$ cat src/rtl/acc_check_pkg.sv
package acc_check_pkg;
  typedef struct packed {
    logic x;
    logic w;
    logic r;
  } rights_t;

  typedef logic [3:0] fcode_t;

  localparam fcode_t FC_NONE = 4'd0;
  localparam fcode_t FC_PROT = 4'd8;
  localparam fcode_t FC_PRIV = 4'd12;

  localparam int unsigned AIDX_W   = 3;
  localparam int unsigned AIDX_LSB = 5;
  localparam int unsigned FSR_W    = AIDX_LSB + AIDX_W;
  localparam int unsigned FSR_OVF  = 0;
  localparam int unsigned FSR_VLD  = 1;
endpackage

$ cat src/rtl/acc_rights_dec.sv
module acc_rights_dec
  import acc_check_pkg::*;
(
  input  logic [2:0] perm_i,
  input  logic       super_i,
  output rights_t    rights_o
);
  logic super_only;

  always_comb begin
    super_only  = perm_i[2] & perm_i[1];
    rights_o.r  = (perm_i != 3'd4);
    rights_o.w  = perm_i[0] & (super_i | ~perm_i[2]);
    rights_o.x  = perm_i[1] | (perm_i == 3'd4);
    if (!super_i && super_only) rights_o = '0;
  end
endmodule

$ cat src/rtl/acc_fault_eval.sv
module acc_fault_eval
  import acc_check_pkg::*;
(
  input  logic              valid_i,
  input  logic              write_i,
  input  logic              fetch_i,
  input  logic              super_i,
  input  logic [2:0]        perm_i,
  input  rights_t           rights_i,
  input  logic              dirty_i,
  input  logic              nofault_i,
  input  logic              trap_en_i,
  output logic [AIDX_W-1:0] acc_idx_o,
  output fcode_t            code_o,
  output logic              fault_o,
  output logic              trap_o,
  output rights_t           grant_o
);
  logic [2:0] need, have, miss;
  fcode_t     raw;
  logic       suppress, bypass;

  always_comb begin
    acc_idx_o = {write_i, fetch_i, super_i};
    need      = {fetch_i, write_i, ~write_i & ~fetch_i};
    have      = rights_i;
    miss      = need & ~have;
    if (!super_i && perm_i[2:1] == 2'b11) raw = FC_PRIV;
    else if (|miss)                       raw = FC_PROT;
    else                                  raw = FC_NONE;

    suppress = nofault_i & ~super_i;
    code_o   = (valid_i && !suppress) ? raw : FC_NONE;
    fault_o  = (code_o != FC_NONE);
    bypass   = nofault_i | ~trap_en_i;
    trap_o   = fault_o & ~bypass;

    grant_o = rights_i;
    if (!dirty_i) grant_o.w = 1'b0;  // write only once page is dirty
    if (!valid_i)     grant_o = '0;
    else if (fault_o) grant_o = bypass ? '1 : '0;
  end
endmodule

$ cat src/rtl/acc_fault_log.sv
module acc_fault_log
  import acc_check_pkg::*;
#(
  parameter int unsigned VA_W   = 32,
  parameter int unsigned PAGE_W = 12
) (
  input  logic              clk_i,
  input  logic              rst_ni,
  input  logic              fault_i,
  input  logic              trap_i,
  input  logic              fetch_i,
  input  logic [AIDX_W-1:0] acc_idx_i,
  input  fcode_t            code_i,
  input  logic [VA_W-1:0]   vaddr_i,
  input  logic              rd_i,
  output logic [FSR_W-1:0]  fsr_o,
  output logic [VA_W-1:0]   far_o,
  output logic              fetch_trap_o,
  output logic              data_trap_o
);
  localparam logic [VA_W-1:0] PAGE_MASK = {{(VA_W-PAGE_W){1'b1}}, {PAGE_W{1'b0}}};

  logic [FSR_W-1:0] fsr_q, fsr_base, fsr_d;
  logic [VA_W-1:0]  far_q;
  logic             ftrap_q, dtrap_q;

  always_comb begin
    fsr_base = rd_i ? '0 : fsr_q;  // a read acknowledges before a new fault lands
    fsr_d    = fsr_base;
    if (fault_i) begin
      fsr_d                           = '0;
      fsr_d[FSR_OVF]                  = |fsr_base;
      fsr_d[FSR_VLD]                  = 1'b1;
      fsr_d[AIDX_LSB +: AIDX_W]       = acc_idx_i;
      fsr_d                           = fsr_d | FSR_W'(code_i);
    end
  end

  always_ff @(posedge clk_i or negedge rst_ni) begin
    if (!rst_ni) begin
      fsr_q   <= '0;
      far_q   <= '0;
      ftrap_q <= 1'b0;
      dtrap_q <= 1'b0;
    end else begin
      fsr_q   <= fsr_d;
      if (fault_i) far_q <= vaddr_i & PAGE_MASK;
      ftrap_q <= trap_i & fetch_i;
      dtrap_q <= trap_i & ~fetch_i;
    end
  end

  assign fsr_o        = fsr_q;
  assign far_o        = far_q;
  assign fetch_trap_o = ftrap_q;
  assign data_trap_o  = dtrap_q;
endmodule

$ cat src/rtl/acc_check_unit.sv
module acc_check_unit
  import acc_check_pkg::*;
#(
  parameter int unsigned VA_W   = 32,
  parameter int unsigned PAGE_W = 12
) (
  input  logic            clk_i,
  input  logic            rst_ni,
  input  logic            req_valid_i,
  input  logic            req_write_i,
  input  logic            req_fetch_i,
  input  logic            req_super_i,
  input  logic [VA_W-1:0] req_vaddr_i,
  input  logic [2:0]      pte_perm_i,
  input  logic            pte_mod_i,
  input  logic            nofault_mode_i,
  input  logic            trap_en_i,
  input  logic            fsr_rd_i,
  output logic            fault_o,
  output logic [3:0]      fault_code_o,
  output logic [2:0]      grant_o,
  output logic            fetch_trap_o,
  output logic            data_trap_o,
  output logic [7:0]      fsr_o,
  output logic [VA_W-1:0] far_o
);
  rights_t           rights, grant;
  logic [AIDX_W-1:0] acc_idx;
  fcode_t            code;
  logic              fault, trap;

  acc_rights_dec u_dec (
    .perm_i   (pte_perm_i),
    .super_i  (req_super_i),
    .rights_o (rights)
  );

  acc_fault_eval u_eval (
    .valid_i   (req_valid_i),
    .write_i   (req_write_i),
    .fetch_i   (req_fetch_i),
    .super_i   (req_super_i),
    .perm_i    (pte_perm_i),
    .rights_i  (rights),
    .dirty_i   (pte_mod_i),
    .nofault_i (nofault_mode_i),
    .trap_en_i (trap_en_i),
    .acc_idx_o (acc_idx),
    .code_o    (code),
    .fault_o   (fault),
    .trap_o    (trap),
    .grant_o   (grant)
  );

  acc_fault_log #(.VA_W(VA_W), .PAGE_W(PAGE_W)) u_log (
    .clk_i        (clk_i),
    .rst_ni       (rst_ni),
    .fault_i      (fault),
    .trap_i       (trap),
    .fetch_i      (req_fetch_i),
    .acc_idx_i    (acc_idx),
    .code_i       (code),
    .vaddr_i      (req_vaddr_i),
    .rd_i         (fsr_rd_i),
    .fsr_o        (fsr_o),
    .far_o        (far_o),
    .fetch_trap_o (fetch_trap_o),
    .data_trap_o  (data_trap_o)
  );

  assign fault_o      = fault;
  assign fault_code_o = code;
  assign grant_o      = grant;
endmodule

$ cat config.mk
export PLATFORM = sky130hd
export DESIGN_NAME = acc_check_unit
export DESIGN_NICKNAME = d
export VERILOG_FILES = /design/src/rtl/acc_check_pkg.sv /design/src/rtl/acc_rights_dec.sv /design/src/rtl/acc_fault_eval.sv /design/src/rtl/acc_fault_log.sv /design/src/rtl/acc_check_unit.sv
export SDC_FILE = /design/constraint.sdc
export NUM_CORES = 1
export LEC_CHECK = 0
export ABC_CLOCK_PERIOD_IN_PS = 3700
export BUFFER_PORTS_ARGS = -buffer_cell sky130_fd_sc_hd__clkbuf_2
export CAP_MARGIN = 5
export CORE_MARGIN = 2
export CORE_UTILIZATION = 40
export DETAILED_ROUTE_END_ITERATION = 8
export HOLD_SLACK_MARGIN = 0.15
export PLACE_DENSITY = 0.76
export SLEW_MARGIN = 20
export SYNTH_ARGS = -nofsm -noshare
export SYNTH_HDL_FRONTEND = slang
export SYNTH_SLANG_ARGS = --single-unit
$ cat constraint.sdc
create_clock -name clk_i -period 3.7 [get_ports clk_i]
set_input_delay 0.185 -clock clk_i [delete_from_list [all_inputs] [get_ports clk_i]]
set_output_delay 0.185 -clock clk_i [all_outputs]
set_load 0.01 [all_outputs]
Word level (Yosys, flattened, before mapping)
Index checks and enable logic that the tools add are counted.

operators by class
  $add $sub $neg = 0
  $mul = 0
  div/mod/pow operators = 0
  magnitude comparators = 0
  equality and inequality tests = 3
  shifts and indexed selects = 0
  mux-type cells = 10
  bitwise operators = 19
  reductions and logical operators = 8

operators by type and width
  cell                                           count
  8-bit 2-to-1 mux                               2
  3-bit 2-to-1 mux                               4
  4-bit 2-to-1 mux                               3
  8-bit by 4-bit bitwise OR with 8-bit output    1
  8-bit OR reduction                             1
  1-bit bitwise AND                              7
  1-bit inverter                                 6
  4-bit nonzero test                             1
  3-bit bitwise AND                              1
  3-bit equality test (second input constant)    1
  1-bit logical AND                              3
  3-bit inequality test (second input constant)  1
  3-bit inverter                                 1
  1-bit bitwise OR                               3
  3-bit OR reduction                             1
  2-bit equality test (second input constant)    1
  1-bit zero test                                2
  1-bit 2-to-1 mux                               1

storage, ports and cells
  bits in registers = 30
  bits in latches = 0
  memory bits (writable) = 0
  memory bits (read-only) = 0
  input port bits = 45
  logic and storage cells = 44
  memories kept = 0

Depth between registers and ports, before layout
  depth in word-level cells = 13
  depth in mapped cells = 7
  gate-level depth less buffers = 6

Cells and area by module
From an unflattened synthesis, not the netlist that was laid out.

second synthesis, totals
  cell total of the unflattened synthesis = 119
  area, all modules = 1426.4 µm²

by module, submodules not included
  module          instances  cells an instance  area an instance (µm²)  seq. area each (µm²)
  acc_fault_log   1          86                 1216.2                  750.7
  acc_fault_eval  1          27                 163.9                   0.0
  acc_rights_dec  1          6                  46.3                    0.0

Worst setup path before layout
No wires, ideal clock.

  kind = input to output
  from = in pte_perm_i[2]
  to = out grant_o[0]
  data arrival time = 1.460 ns
  setup slack = 2.055 ns
  cell stages on the path = 7
  cells stage by stage = or2b_4 > a21boi_2 > o311a_4 > nor2_8 > inv_4 > buf_6 > o211a_1

between the ends
  word-level cells in the longest chain between the ends = 13

ends and longest elaborated chain
  item                       RTL line              text
  from (decl)                acc_check_unit.sv:14  input logic [2:0] pte_perm_i,
  1-bit inverter             acc_rights_dec.sv:13  rights_o.w = perm_i[0] & (super_i | ~perm_i[2]);
  1-bit bitwise OR           acc_rights_dec.sv:13
  1-bit bitwise AND          acc_rights_dec.sv:13
  3-bit 2-to-1 mux           acc_rights_dec.sv:15  if (!super_i && super_only) rights_o = '0;
  3-bit inverter             acc_fault_eval.sv:27  miss = need & ~have;
  3-bit bitwise AND          acc_fault_eval.sv:27
  3-bit OR reduction         acc_fault_eval.sv:29  else if (|miss) raw = FC_PROT;
  4-bit 2-to-1 mux           acc_fault_eval.sv:29
  4-bit 2-to-1 mux (*)       acc_fault_eval.sv:28  if (!super_i && perm_i[2:1] == 2'b11) raw = FC_PRIV;
  4-bit 2-to-1 mux (*)       acc_fault_eval.sv:33  code_o = (valid_i && !suppress) ? raw : FC_NONE;
  named net fault_code_o[3]  acc_check_unit.sv:20  output logic [3:0] fault_code_o,
  4-bit nonzero test (*)     acc_fault_eval.sv:34  fault_o = (code_o != FC_NONE);
  3-bit 2-to-1 mux (*)       acc_fault_eval.sv:41  else if (fault_o) grant_o = bypass ? '1 : '0;
  3-bit 2-to-1 mux (*)       acc_fault_eval.sv:40  if (!valid_i) grant_o = '0;
  to (decl)                  acc_check_unit.sv:21  output logic [2:0] grant_o,

Mark *: on every way through the listed nets, which the timed path passes. The rest lies on a longest branch.

Final worst setup path
  from = in req_fetch_i
  to = out grant_o[0]

between the ends
  word-level cells in the longest chain between the ends = 10

ends and longest elaborated chain
  item                    RTL line              text
  from (decl)             acc_check_unit.sv:11  input logic req_fetch_i,
  1-bit inverter          acc_fault_eval.sv:25  need = {fetch_i, write_i, ~write_i & ~fetch_i};
  1-bit bitwise AND       acc_fault_eval.sv:25
  3-bit bitwise AND (*)   acc_fault_eval.sv:27
  3-bit OR reduction (*)  acc_fault_eval.sv:29
  4-bit 2-to-1 mux (*)    acc_fault_eval.sv:29
  4-bit 2-to-1 mux (*)    acc_fault_eval.sv:28
  4-bit 2-to-1 mux (*)    acc_fault_eval.sv:33
  4-bit nonzero test (*)  acc_fault_eval.sv:34
  3-bit 2-to-1 mux (*)    acc_fault_eval.sv:41
  3-bit 2-to-1 mux (*)    acc_fault_eval.sv:40

Every way passes the cells marked *; elsewhere a longest branch is shown, timed or not.

==> run metrics <==
master cell of the clock root buffer=clkbuf_8; register clock-pin slew on the reported worst setup and hold paths=0.05 ns; total congestion overflow=0; synth top area cells=dfrtp_1 (51%), mux2_4 (12%), buf_4 (7.2%); main flop type after synthesis=dfrtp_1; slack of the critical path=approximately 1.4 ns; arrival time worst endpoint=2.13 ns; sort of element at the start of the critical path=primary input; cell with the largest stage delay on the worst path=dlygate4sd3_1; TritonCTS Sinks=30; fill cell total of the finished layout=306; height of the die=between 60 and 70 um; routed vias=between 1000 and 1500; Area growth syn-to-layout=42.5%; Port Buffer Count=68; synth warn=0; worst-case setup slack after placement=1.76 ns; global routing usage summed across all routing layers=0.173; Cell variety after synth=33; antenna fix cells=0; share of the core filled with cells in the final layout=0.580; Slew @ Worst Pin=between 0.7 and 0.8 ns; portion of total power attributed to combinational logic=0.267; Cell Rows=22; number of enable-type register cells in the synthesized netlist=0; maximum capacitance violations=0; cell type contributing the most total cell area after synthesis=dfrtp_1; initial DRC count=53; Inserted Clock Buffers=5; CTS tree=done; unrepaired setup endpoints after global routing=false; via density per instance=between 4 and 5; maximum root-to-sink buffer count=2; power spent charging and discharging nets=264 uW; leading cell types by count after synthesis=dfrtp_1 (30), buf_4 (14), mux2_4 (12); outcome=completed; die width=64.6 um; final clock skew=0.00122 ns; number of antenna violations at the first check in global routing=0; cell with the most instances after synthesis=dfrtp_1; most common cell type on the critical path=clkbuf_2; highest clock frequency the design can meet=approximately 430 MHz; count of antenna-violating nets left after detailed routing=0; clock period minus worst slack=roughly 2.3 ns; area share of the largest cell type after synthesis=0.512; count of state elements after synthesis=30; critical path, cell by cell=dlygate4sd3_1, clkbuf_2, nor3b_1, o311a_4, nor2_8, inv_4, o211a_1, clkbuf_2; largest fanout of any net on the critical path=28; number of max-slew violations in the final report=0; post-route clock period utilization=0.626; total area of sequential cells=between 700 and 800 um^2; total power density per cell area=~470 nW/um^2; initial core utilization=0.407; RD Place Congestion=just under 0.7; sequential fraction of design power=0.428; CP Capture Type=primary output; category of the most critical setup path=in2out; largest incremental delay on the critical path=between 0.5 and 0.6 ns; P_int=roughly 710 uW; required time of the critical path=around 3.5 ns; area of the die=4170 um^2; final std cells w/o fill=roughly 250; post-CTS setup repair buffer count=0; Leak=roughly 0.0011 uW; DPL Wire Length=between 2 and 2.5 mm; final total negative setup slack=0 ns; number of H-tree branching levels=2; multi-input logic area=612 um^2; relative slew slack=0.522; wirelength, routed=3.29 mm; register area share after synthesis=0.512; hold crit path type=in2reg; clk_lat worst skew=between 0.2 and 0.3 ns; I/O pin total=95; cell area after synthesis=between 1000 and 1500 um^2; number of placed instances with taps included=223; first-pass GRT wire length=about 5.3 mm; number of nets in the final layout=between 200 and 250; detailed-router iteration count before antenna repair=4; vias in the first global route=~1100; total power=roughly 980 uW; largest net degree at the start of global routing=31; fraction of final layout cells with drive strength greater than 1=0.507; Mapped Avg Cell Area=~13 um^2; number of cells produced by synthesis=110; Clock power frac=0.304; switching power share of the total=0.270; maximum VDD drop=between 0.15 and 0.2 mV; ys async rst share=1.00; average wire length per cell after detail routing=about 13 um; count of unresolved DRC violations after routing=0; Final setup viols=0; placeable core region=between 3000 and 4000 um^2; count of endpoints failing hold in the final timing report=0
==> cell type report <==
type	instances	share of cell area
multi-input combinational	73	0.293
sequential	30	0.359
clock buffer	8	0.0527
inverter	4	0.00838
tap	48	0.0287
timing repair buffer	88	0.259
==> layout by cell type, fill, tap and decap left out, types with 2 or more instances in the layout <==
master         instances
clkbuf_2              68
mux2_4                12
and3_1                 2
mux2_2                 9
nor3b_1                2
conb_1                14
dfrtp_1               30
nand2_1                7
dlygate4sd3_1         20
o21ai_0                5
a21o_1                 2
inv_1                  3
nor2b_1                2
clkbuf_8               8
==> state kept, by name (all words and copies together) (netlist names) <==
| signal | cells |
|---|---|
| u_log.far_o | 20 |
| u_log.fsr_o | 8 |
| u_log.data_trap_o | 1 |
| u_log.fetch_trap_o | 1 |
==> through the flow <==
step | area, um^2 | hold slack [ns]
3_5_place_dp | 1780 | 0.273
6_report | 2090 | 0.149
5_1_grt | 2090 | 0.155
2_1_floorplan | 1520 | -0.111
4_1_cts | 2090 | 0.150
3_3_place_gp | 1780 | 0.275
==> path summary, 6_finish.rpt <==
path	end	slack, ns	startpoint	depth (start not counted)
max in group asynchronous	u_log.far_o[23]	2.72	rst_ni	2
worst min register to register	u_log.far_o[31]	0.51	u_log.far_o[31]	1
min in group asynchronous	u_log.far_o[19]	0.52	rst_ni	2
worst max register to register	u_log.fsr_o[0]	2.53	u_log.fsr_o[3]	3
worst min-delay path	u_log.far_o[27]	0.15	req_vaddr_i[27]	2
worst max-delay path	grant_o[0]	1.38	req_fetch_i	8
==> worst max-delay path, delay by kind of cell <==
family / cells / cell delay (ns)
AOI/OAI and AO/OA: 2 / 0.52
buffers and inverters: 4 / 1.11
and+or+nand+nor: 2 / 0.31
==> power by group through the flow <==
stage	sequential, uW	combinational, uW	clock, uW
final	419	261	297
after global routing	426	284	328
after CTS	417	261	310
after detailed placement	424	243	0
after global placement	420	240	0
after floorplan	450	126	0
==> per-layer routing <==
metal | global-route usage | share of wire | wire length [um]
met1 | 0.205 | 0.42 | 1370
met2 | 0.293 | 0.49 | 1620
met3 | 0.0469 | 0.075 | 246
met4 | 0.0798 | 0.016 | 53
met5 | 0 | 0 | 0
==> cells by family (layout without fill, tap and decap cells) <==
family | count (synthesis) | count (layout) | share of synthesized area
mux | 22 | 22 | 0.199
buf+inv | 20 | 100 | 0.105
other cells | 1 | 14 | 0.00256
compound gates | 16 | 16 | 0.0861
simple gates | 21 | 21 | 0.0963
flops | 30 | 30 | 0.512
==> what timing repair did <==
item | in CTS | in global routing
endpoints found under the hold margin | 49 | 0
gates resized for setup | 0 | 0
hold buffers | 20 | 0
Note: power is estimated with default switching activity, not from simulation.
